===== config.mk =====
export PLATFORM = sky130hd
export DESIGN_NAME = strat_ctrl
export DESIGN_NICKNAME = d
export VERILOG_FILES = /design/src/rtl/strat_pkg.sv /design/src/rtl/strat_count.sv /design/src/rtl/strat_cause.sv /design/src/rtl/strat_fsm.sv /design/src/rtl/strat_ctrl.sv
export SDC_FILE = /design/constraint.sdc
export NUM_CORES = 1
export LEC_CHECK = 0
export ABC_AREA = 0
export CORE_MARGIN = 3
export CORE_UTILIZATION = 58
export DETAILED_ROUTE_END_ITERATION = 10
export PLACE_DENSITY = 0.82
export SYNTH_ARGS = -nofsm -noshare
export SYNTH_HDL_FRONTEND = slang
export SYNTH_SLANG_ARGS = --single-unit

===== constraint.sdc =====
create_clock -name clk -period 7.1 [get_ports clk]
set_input_delay 0.71 -clock clk [delete_from_list [all_inputs] [get_ports clk]]
set_output_delay 0.71 -clock clk [all_outputs]
set_load 0.01 [all_outputs]

===== src/rtl/strat_pkg.sv =====
package strat_pkg;

  typedef enum logic [1:0] {
    MD_INSTR     = 2'd0,
    MD_CYCLE     = 2'd1,
    MD_BOUNDED   = 2'd2,
    MD_INSTR_ALT = 2'd3
  } strat_mode_e;

  typedef enum logic [1:0] {
    CZ_LIMIT  = 2'd0,
    CZ_SYNC   = 2'd1,
    CZ_WBUF   = 2'd2,
    CZ_ATOMIC = 2'd3
  } strat_cause_e;

  typedef enum logic [1:0] {
    ST_EXEC    = 2'd0,
    ST_PUBLISH = 2'd1,
    ST_ATOMIC  = 2'd2,
    ST_BARRIER = 2'd3
  } strat_state_e;

  // Cycle mode counts every execute cycle; the others count retirements.
  function automatic logic counts_cycles(input strat_mode_e m);
    return m == MD_CYCLE;
  endfunction

  // Only the bounded mode closes on write-buffer exhaustion.
  function automatic logic wbuf_closes(input strat_mode_e m);
    return m == MD_BOUNDED;
  endfunction

  // Cause priority: atomic, sync, write buffer, threshold.
  function automatic strat_cause_e pick_cause(input logic atom, input logic syn,
                                              input logic wbf);
    if (atom)     return CZ_ATOMIC;
    else if (syn) return CZ_SYNC;
    else if (wbf) return CZ_WBUF;
    else          return CZ_LIMIT;
  endfunction

endpackage


===== src/rtl/strat_count.sv =====
module strat_count
  import strat_pkg::*;
#(
  parameter int CNT_W = 16
) (
  input  logic             clk,
  input  logic             rst_n,
  input  logic             start_i,
  input  logic [CNT_W-1:0] limit_i,
  input  strat_mode_e      mode_i,
  input  logic             active_i,
  input  logic             retire_i,
  output strat_mode_e      mode_q_o,
  output logic             hit_o
);

  localparam logic [CNT_W-1:0] CNT_MAX = {CNT_W{1'b1}};

  logic [CNT_W-1:0] cnt_q;
  logic [CNT_W-1:0] lim_q;
  strat_mode_e      mode_q;
  logic             event_w;

  // True when one more event brings the count to the limit (limit 0 acts as 1).
  function automatic logic reached(input logic [CNT_W-1:0] c, input logic [CNT_W-1:0] l);
    return ({1'b0, c} + {{CNT_W{1'b0}}, 1'b1}) >= {1'b0, l};
  endfunction

  assign event_w  = active_i && (counts_cycles(mode_q) || retire_i);
  assign hit_o    = event_w && reached(cnt_q, lim_q);
  assign mode_q_o = mode_q;

  always_ff @(posedge clk) begin
    if (!rst_n) begin
      cnt_q  <= '0;
      lim_q  <= '0;
      mode_q <= MD_INSTR;
    end else if (start_i) begin
      cnt_q  <= '0;
      lim_q  <= limit_i;
      mode_q <= mode_i;
    end else if (event_w && cnt_q != CNT_MAX) begin
      cnt_q <= cnt_q + 1'b1;
    end
  end

  // the sampled limit and mode only move at a stratum start
  assert_limit_held_R10: assert property (@(posedge clk) disable iff (!rst_n)
    !start_i |=> ($stable(lim_q) && $stable(mode_q)));

  // the count is frozen outside the execute phase
  assert_count_idle_R10: assert property (@(posedge clk) disable iff (!rst_n)
    (!active_i && !start_i) |=> $stable(cnt_q));

endmodule


===== src/rtl/strat_cause.sv =====
module strat_cause
  import strat_pkg::*;
(
  input  logic         clk,
  input  logic         rst_n,
  input  strat_mode_e  mode_i,
  input  logic         active_i,
  input  logic         hit_i,
  input  logic         sync_i,
  input  logic         wbuf_full_i,
  input  logic         atomic_i,
  output logic         end_o,
  output strat_cause_e cause_o
);

  logic wbuf_eff;

  assign wbuf_eff = active_i && wbuf_full_i && wbuf_closes(mode_i);
  assign end_o    = active_i && (hit_i || sync_i || atomic_i || wbuf_eff);
  assign cause_o  = pick_cause(atomic_i, sync_i, wbuf_eff);

  // a write-buffer close never appears outside the bounded mode
  assert_wbuf_bounded_R5: assert property (@(posedge clk) disable iff (!rst_n)
    (end_o && cause_o == CZ_WBUF) |-> (mode_i == MD_BOUNDED));

  // an atomic in an execute cycle always wins
  assert_atomic_wins_R7: assert property (@(posedge clk) disable iff (!rst_n)
    (active_i && atomic_i) |-> (end_o && cause_o == CZ_ATOMIC));

endmodule


===== src/rtl/strat_fsm.sv =====
module strat_fsm
  import strat_pkg::*;
(
  input  logic         clk,
  input  logic         rst_n,
  input  logic         end_i,
  input  strat_cause_e cause_i,
  input  logic         flush_done_i,
  input  logic         bar_rel_i,
  input  logic         irq_i,
  output logic         start_o,
  output logic         active_o,
  output logic         issue_en_o,
  output logic         publish_o,
  output logic         atomic_go_o,
  output logic         bar_req_o,
  output logic         end_o,
  output logic [1:0]   cause_o,
  output logic         irq_take_o
);

  strat_state_e state_q, state_d;
  logic         atom_pend_q;
  logic         atom_done_q;
  logic         end_q;
  strat_cause_e cause_q;
  logic         irq_q;

  assign active_o    = state_q == ST_EXEC;
  assign issue_en_o  = active_o;
  assign publish_o   = state_q == ST_PUBLISH;
  assign atomic_go_o = state_q == ST_ATOMIC;
  assign bar_req_o   = state_q == ST_BARRIER;
  assign start_o     = bar_req_o && bar_rel_i;
  assign end_o       = end_q;
  assign cause_o     = cause_q;
  assign irq_take_o  = irq_q;

  always_comb begin
    state_d = state_q;
    unique case (state_q)
      ST_EXEC:    if (end_i) state_d = ST_PUBLISH;
      ST_PUBLISH: if (flush_done_i) state_d = atom_pend_q ? ST_ATOMIC : ST_BARRIER;
      ST_ATOMIC:  state_d = ST_BARRIER;
      ST_BARRIER: if (bar_rel_i) state_d = ST_EXEC;
      default:    state_d = ST_BARRIER;
    endcase
  end

  always_ff @(posedge clk) begin
    if (!rst_n) begin
      state_q     <= ST_BARRIER;
      atom_pend_q <= 1'b0;
      atom_done_q <= 1'b0;
      end_q       <= 1'b0;
      cause_q     <= CZ_LIMIT;
      irq_q       <= 1'b0;
    end else begin
      state_q <= state_d;
      end_q   <= active_o && end_i;
      irq_q   <= start_o && irq_i;
      if (active_o && end_i) begin
        cause_q     <= cause_i;
        atom_pend_q <= cause_i == CZ_ATOMIC;
      end else if (atomic_go_o) begin
        atom_pend_q <= 1'b0;
      end
      if (start_o)          atom_done_q <= 1'b0;
      else if (atomic_go_o) atom_done_q <= 1'b1;
    end
  end

  // the end marker is a single pulse in the first publish cycle
  assert_end_pulse_R8: assert property (@(posedge clk) disable iff (!rst_n)
    end_o |=> !end_o);
  assert_end_in_publish_R8: assert property (@(posedge clk) disable iff (!rst_n)
    end_o |-> publish_o);

  // at most one atomic per stratum
  assert_one_atomic_R6: assert property (@(posedge clk) disable iff (!rst_n)
    atomic_go_o |-> !atom_done_q);
  assert_atomic_after_publish_R6: assert property (@(posedge clk) disable iff (!rst_n)
    atomic_go_o |-> ($past(publish_o) && $past(flush_done_i)));

  // publish and barrier wait for their handshakes
  assert_publish_wait_R9: assert property (@(posedge clk) disable iff (!rst_n)
    (publish_o && !flush_done_i) |=> publish_o);
  assert_barrier_wait_R9: assert property (@(posedge clk) disable iff (!rst_n)
    (bar_req_o && !bar_rel_i) |=> bar_req_o);

  // interrupts are handed over only right after a barrier release
  assert_irq_boundary_R11: assert property (@(posedge clk) disable iff (!rst_n)
    irq_take_o |-> ($past(bar_req_o && bar_rel_i) && issue_en_o));

endmodule


===== src/rtl/strat_ctrl.sv =====
module strat_ctrl
  import strat_pkg::*;
#(
  parameter int CNT_W = 16
) (
  input  logic             clk,
  input  logic             rst_n,
  input  logic [1:0]       mode_i,
  input  logic [CNT_W-1:0] limit_i,
  input  logic             retire_i,
  input  logic             sync_i,
  input  logic             wbuf_full_i,
  input  logic             atomic_i,
  input  logic             flush_done_i,
  input  logic             bar_rel_i,
  input  logic             irq_i,
  output logic             issue_en_o,
  output logic             publish_o,
  output logic             atomic_go_o,
  output logic             bar_req_o,
  output logic             end_o,
  output logic [1:0]       cause_o,
  output logic             irq_take_o
);

  // Internal events, named for assertions and debug
  logic         ev_start;
  logic         ev_active;
  logic         ev_hit;
  logic         ev_end;
  strat_cause_e ev_cause;
  strat_mode_e  ev_mode;

  strat_count #(.CNT_W(CNT_W)) u_count (
    .clk      (clk),
    .rst_n    (rst_n),
    .start_i  (ev_start),
    .limit_i  (limit_i),
    .mode_i   (strat_mode_e'(mode_i)),
    .active_i (ev_active),
    .retire_i (retire_i),
    .mode_q_o (ev_mode),
    .hit_o    (ev_hit)
  );

  strat_cause u_cause (
    .clk         (clk),
    .rst_n       (rst_n),
    .mode_i      (ev_mode),
    .active_i    (ev_active),
    .hit_i       (ev_hit),
    .sync_i      (sync_i),
    .wbuf_full_i (wbuf_full_i),
    .atomic_i    (atomic_i),
    .end_o       (ev_end),
    .cause_o     (ev_cause)
  );

  strat_fsm u_fsm (
    .clk          (clk),
    .rst_n        (rst_n),
    .end_i        (ev_end),
    .cause_i      (ev_cause),
    .flush_done_i (flush_done_i),
    .bar_rel_i    (bar_rel_i),
    .irq_i        (irq_i),
    .start_o      (ev_start),
    .active_o     (ev_active),
    .issue_en_o   (issue_en_o),
    .publish_o    (publish_o),
    .atomic_go_o  (atomic_go_o),
    .bar_req_o    (bar_req_o),
    .end_o        (end_o),
    .cause_o      (cause_o),
    .irq_take_o   (irq_take_o)
  );

  // a threshold close only comes from a counted event
  assert_hit_needs_exec_R2: assert property (@(posedge clk) disable iff (!rst_n)
    ev_hit |-> ev_active);

  // a new stratum only opens from the barrier
  assert_start_from_barrier_R1: assert property (@(posedge clk) disable iff (!rst_n)
    $rose(issue_en_o) |-> $past(bar_req_o && bar_rel_i));

endmodule


==> results of run 1 <==
-- area by class of cell --
| class | count | area (sq um) | area share, % |
|---|---|---|---|
| Clock buffer | 5 | 68.8 | 2.41 |
| Clock inverter | 2 | 35.0 | 1.23 |
| Inverter | 25 | 93.8 | 3.29 |
| Multi-Input combinational cell | 200 | 1430 | 50.3 |
| Sequential cell | 41 | 821 | 28.8 |
| Tap cell | 48 | 60.1 | 2.11 |
| Timing Repair Buffer | 34 | 340 | 11.9 |
-- per-stage QoR --
step	hold slack, ns	util (%)	area, sq um	total power [W]	std cells
after floorplan	0.454	-	2400	0.000427	278
after global placement	0.470	71.8	2750	0.000496	348
after detailed placement	0.473	71.8	2750	0.000500	348
after CTS	0.484	74.6	2850	0.000680	355
after global routing	0.506	74.6	2850	0.000715	355
final	0.479	74.6	2850	0.000676	355
-- flip-flops by register name (all words and copies together) (netlist names) --
name and cells:
u_count.cnt_q 16, u_count.lim_q 16, u_count.mode_q_o 2, u_fsm.atom_pend_q 1, u_fsm.cause_o 2, u_fsm.end_o 1
u_fsm.irq_take_o 1, u_fsm.state_q 2
-- cell usage in the layout, fill, tap and decap left out, drive strengths merged, types with 3 or more instances in the layout --
| master | n |
|---|---|
| dfxtp | 41 |
| clkdlybuf4s50 | 34 |
| nand2 | 32 |
| nor2 | 27 |
| inv | 25 |
| o21ai | 22 |
| ha | 21 |
| xor2 | 14 |
| xnor2 | 13 |
| nand3 | 9 |
| nand4 | 9 |
| a21oi | 6 |
| clkbuf | 5 |
| and3 | 5 |
| and2 | 5 |
| nand2b | 3 |
| mux2i | 3 |
| nor2b | 3 |
| a22o | 3 |
| nor3 | 3 |
-- kinds of logic (layout without fill, tap and decap cells) --
family,Yosys count,count (layout),synth area share (%)
xor gates and xnor gates,27,27,9.84
muxes,3,3,1.25
buffers and inverters,37,66,6.19
DFF,41,41,34.1
and+or+nand+nor,102,102,23.9
AOI/OAI and AO/OA,47,47,13.7
adders and majority gates,21,21,10.9
-- routing by layer --
layer | track usage (%) | vias to the layer above
li1 | - | 997
met1 | 29.7 | 872
met2 | 30.2 | 48
met3 | 5.47 | 4
met4 | 4.68 | 0
met5 | 0 | -
-- worst min-delay path, stage by stage, from the launching register on --
cell     delay, ns
dfxtp_1       0.31
nand2_1       0.05
o22ai_1       0.07
-- report_power, final --
group          leakage, nW  switching (W)  internal, W  total, W
Clock               0.0540      0.0000773     0.000102  0.000179
Sequential           0.333      0.0000166     0.000259  0.000276
Combinational        0.805       0.000118     0.000102  0.000221
Total                 1.19       0.000212     0.000464  0.000676
-- worst paths after layout --
check | startpoint | to | slack [ns] | cells past startpoint
worst min register to register | u_fsm.cause_o[0] | u_fsm.cause_o[0] | 0.48 | 2
worst min-delay path | u_fsm.cause_o[0] | u_fsm.cause_o[0] | 0.48 | 2
worst max register to register | u_count.cnt_q[7] | u_fsm.atom_pend_q | 4.06 | 12
worst max-delay path | u_count.cnt_q[7] | u_fsm.atom_pend_q | 4.06 | 12
==> impl_metrics.tcl, run 1 <==
set metrics [dict create \
    io_buffers 34 \
    rsz0062_at_grt "false" \
    cts_hold_buf 0 \
    drive_gt1_share_pct 7.17 \
    clkTransAtPathRegs_ns 0.07 \
    setup_ws_ns 4.06 \
    clock_latency_ns 0.29 \
    yosysTopAreaCellShare_pct 34.1 \
    cpMostUsedCell "nand4_2" \
    setup_viol 0 \
    synth.distinct_cells 50 \
    drt.antenna.violating_nets 0 \
    synth_cells 278 \
    fp.dieArea_sq_mm 0.00495 \
    drt_iter0_drc 107 \
    cp-start-kind "register" \
    p_per_area_mw_per_mm2 237 \
    vias 1921 \
    antenna_found_initial 0 \
    synth_area_sq_mm 0.00240 \
    final.setup.tns_ns 0 \
    cts.sinks 41 \
    slowest_stage "dfxtp_1" \
    slew_viol_final 0 \
    synth_nets 326 \
    synth_area_per_cell_sq_um 8.65 \
    async_reset_ff_share_pct 0 \
    cap_violations 0 \
    pre_cts_ws_ns 4.17 \
    clockBufferDepth 2 \
    synth_common_cells "dfxtp_1 (41), nand2_1 (31), inv_1 (25), nor2_1 (25), ha_1 (21)" \
    synth_edf_count 0 \
    yosys.area.top_type "dfxtp_1" \
    crit_buf_inv 0 \
    outcome "completed" \
    holdCritPathClass "reg -> reg" \
    cts_setup_buffers 0 \
    fin_crit_sh_pct 42.8 \
    gr-total-overflow 0 \
    grt_pass1_wl_microns 8180 \
    drtPass1Iterations 4 \
    place_congestion 0.840 \
    cp_top_family "simple AND/OR/NAND/NOR gates" \
    hold_viol_final 0 \
    drc 0 \
    met1Wirelength_microns 2560 \
    arrival_ns 3.26 \
    grt_pass1_vias 1813 \
    wirelength_microns 5020 \
    die_x_microns 70.4 \
    cts_buffers 5 \
    synthTopCellsByArea "dfxtp_1 (34%), ha_1 (11%), xor2_1 (5.1%)" \
    die_h_microns 70.4 \
    coreArea_sq_mm 0.00383 \
    dr_wl_met2_microns 2100 \
    ys.flop_type "dfxtp_1" \
    wl_per_cell_microns 14.1 \
    synth-seq-cells 41 \
    grtUsageTotal_pct 20.5 \
    tightest_slew_ns 0.922 \
    area_delta_synth_final_pct 18.7 \
    fin_nets 355 \
    num_io_pins 35 \
    skew_ns 0.00414 \
    ctsResizeCount 0 \
    cts_tree "done" \
    diodes 0 \
    crit_required_ns 7.32 \
    ys_warn_count 0 \
    dp_hpwl_microns 3760 \
    fmaxAchievable_mhz 329 \
    start_util_pct 62.8 \
    nFillCells 289 \
    p_leak_nw 1.19 \
    min_period_ns 3.04 \
    worstPathMaxFanout 6 \
    ir_drop_v 0.000137 \
    cts_max_level 2 \
    top_layer "met4" \
    cp_cell_sequence "nand4_2 > nor2_4 > and4_1 > and3_1 > xor2_1 > ha_1 > nand3_1 > nor3_1 > o21ai_0 > nand4_2 > nor3b_4 > mux2i_1" \
    root_buffer "clkbuf_8" \
    yosysSeqAreaShare_pct 34.1 \
    vias_per_cell 5.41 \
    endpoint_kind "register" \
    relSlewSlack_pct 38.4 \
    slowest_delay_ns 0.50 \
    synth_most_common_cell "dfxtp_1" \
    num_rows 22 \
    grt_max_degree 31 \
    wl_met3_microns 336 \
    criticalPathCategory "reg -> reg" \
]
(Power assumes the default switching activity.)
==> inputs of run 2 (changes only) <==
Settings changed: CORE_UTILIZATION 58 to 54, PLACE_DENSITY 0.82 to 0.77.
Clock period 7.1 ns to 2.8 ns, I/O delays scaled along.
==> run 2 against run 1 <==
Register-to-register slack worse by 4.0 ns. Final cell count up 5.9%. Total power rose to 2.6 times the previous value. Sequential cell count unchanged. Clock power rose to 2.8 times the previous value. Clock skew up 0.0025 ns.
==> impl_metrics.tcl, run 2 (synthesis results as in run 1) <==
set metrics [dict create \
    outcome "completed" \
    worstHoldStart "u_fsm.cause_o[0]" \
    crit_required_ns 3.00 \
    vias 2020 \
    root_buffer "clkbuf_8" \
    clkTransAtPathRegs_ns 0.08 \
    wirelength_microns 5450 \
    rr_worst_depth 12 \
    min_period_ns 2.73 \
    area_delta_synth_final_pct 28.2 \
    final.setup.tns_ns 0 \
    drtPass1Iterations 4 \
    die_x_microns 72.7 \
    top_regs "u_count.cnt_q x16, u_count.lim_q x16" \
    grt_pass1_wl_microns 8860 \
    p_per_area_mw_per_mm2 581 \
    antenna_found_initial 0 \
    io_buffers 34 \
    wl_per_cell_microns 14.5 \
    setup_viol 0 \
    num_rows 23 \
    coreArea_sq_mm 0.00414 \
    power_frac_seq_pct 38.9 \
    slowest_delay_ns 0.37 \
    gr-total-overflow 0 \
    fmaxAchievable_mhz 366 \
    p_leak_nw 1.31 \
    p_total_w 0.00179 \
    ir_drop_v 0.000351 \
    dpl.cell_count 362 \
    diodes 0 \
    fin_crit_sh_pct 97.6 \
    skew_ns 0.00662 \
    p_switching_w 0.000572 \
    endpoint_kind "register" \
    r2r_start "u_count.cnt_q[1]" \
    criticalPathCategory "reg -> reg" \
    place_congestion 0.797 \
    hold_depth 2 \
    grtUsageTotal_pct 21.5 \
    p_sw_share_pct 31.9 \
    final_common_cell "dfxtp_1" \
    start_util_pct 58.0 \
    cts_buffers 5 \
    clockBufferDepth 2 \
    holdCritPathClass "reg -> reg" \
    die_h_microns 72.7 \
    worstSetupPathDepth 12 \
    cap_violations 0 \
    cp_top_family "simple AND/OR/NAND/NOR gates" \
    drt_iter0_drc 77 \
    clkPwrFrac_pct 28.1 \
    rsz0062_at_grt "true" \
    cts_max_level 2 \
    comb_power_share_pct 33.0 \
    layoutNonFillerInstCount 376 \
    crit_buf_inv 0 \
    fp.dieArea_sq_mm 0.00529 \
    slowest_stage "dfxtp_4" \
    clock_latency_ns 0.30 \
    slew_viol_final 0 \
    vias_per_cell 5.37 \
    layout_common_cells "dfxtp_1 (36), clkdlybuf4s50_1 (34), nand2_1 (31), inv_1 (25), nor2_1 (25)" \
    cp_cell_sequence "ha_4 > nand3_4 > nor3_4 > nand3_2 > xnor2_2 > ha_1 > a21oi_2 > o2111ai_1 > a31oi_1 > nand4_2 > nor3b_4 > o211a_1" \
    dp_hpwl_microns 4060 \
    post_dp_cell_area_sq_mm 0.00284 \
    cts.sinks 41 \
    arrival_ns 2.93 \
    drt.antenna.violating_nets 0 \
    grt_max_degree 20 \
    startpoint "u_count.cnt_q[1]" \
    design_area_sq_mm 0.00308 \
    cts_tree "done" \
    relSlewSlack_pct 56.0 \
    hold_viol_final 0 \
    tightest_slew_ns 0.660 \
    internal_power_w 0.00122 \
    drive_gt1_share_pct 17.2 \
    fin_nets 373 \
    grt_pass1_vias 1944 \
    cp-start-kind "register" \
    cts_hold_buf 0 \
    drc 0 \
    num_io_pins 35 \
    worstPathMaxFanout 5 \
]
==> run 2: worst paths after layout <==
path | end | slack (ns)
setup / recovery | u_fsm.cause_o[1] | 0.07
hold / removal | u_fsm.cause_o[0] | 0.47
setup reg to reg | u_fsm.cause_o[1] | 0.07
hold reg to reg | u_fsm.cause_o[0] | 0.47
==> run 2: repair_timing <==
item	CTS	global route
pin swaps	1	8
endpoints found under the setup margin	5	6
setup buffers	0	6
gates resized for setup	3	18
==> run 2: area by class of cell <==
class	count	area, sq um
fillers	315	1060
multi-input cells	200	1500
clock buffers	6	82.6
repair buffers	52	475
clock inverters	2	37.5
flip-flops and latches	41	830
well taps	50	62.6
inverters	25	93.8
==> run 2: power by group through the flow <==
stage	Sequential [W]	Clock, W	Combinational [W]
after detailed placement	0.000708	0	0.000576
final	0.000697	0.000503	0.000591
after floorplan	0.000704	0	0.000377
after CTS	0.000696	0.000510	0.000578
after global placement	0.000708	0	0.000553
after global routing	0.000704	0.000534	0.000651
==> run 2: stage by stage <==
stage | hold slack (ns) | setup slack (ns) | utilization (%)
detailed placement | 0.459 | -0.0504 | 68.6
CTS | 0.471 | 0.00452 | 71.7
floorplan | 0.389 | 0.171 | -
global placement | 0.457 | 0.0413 | 68.6
finish | 0.467 | 0.0682 | 74.3
global route | 0.493 | -0.0285 | 74.3
==> run 2: tightest hold or removal path: cells and delay by family, from the launching register on <==
family | cells | cell delay (ns)
AND/OR/NAND/NOR | 1 | 0.05
flip-flops | 1 | 0.31
AO/OA/AOI/OAI | 1 | 0.06
==> run 2: layer usage <==
layer / track usage, % / routed length, microns
met5: 0 / 0
met4: 9.02 / 98
met3: 4.41 / 260
met2: 33.5 / 2440
met1: 28.9 / 2650
==> inputs of run 3 (changes only) <==
Settings changed: ABC_AREA 0 to default, CTS_CLUSTER_SIZE from default to 24, HOLD_SLACK_MARGIN from default to 0.03.
==> results of run 3 <==
Final layout, timing and power as in run 2 (identical DEF).
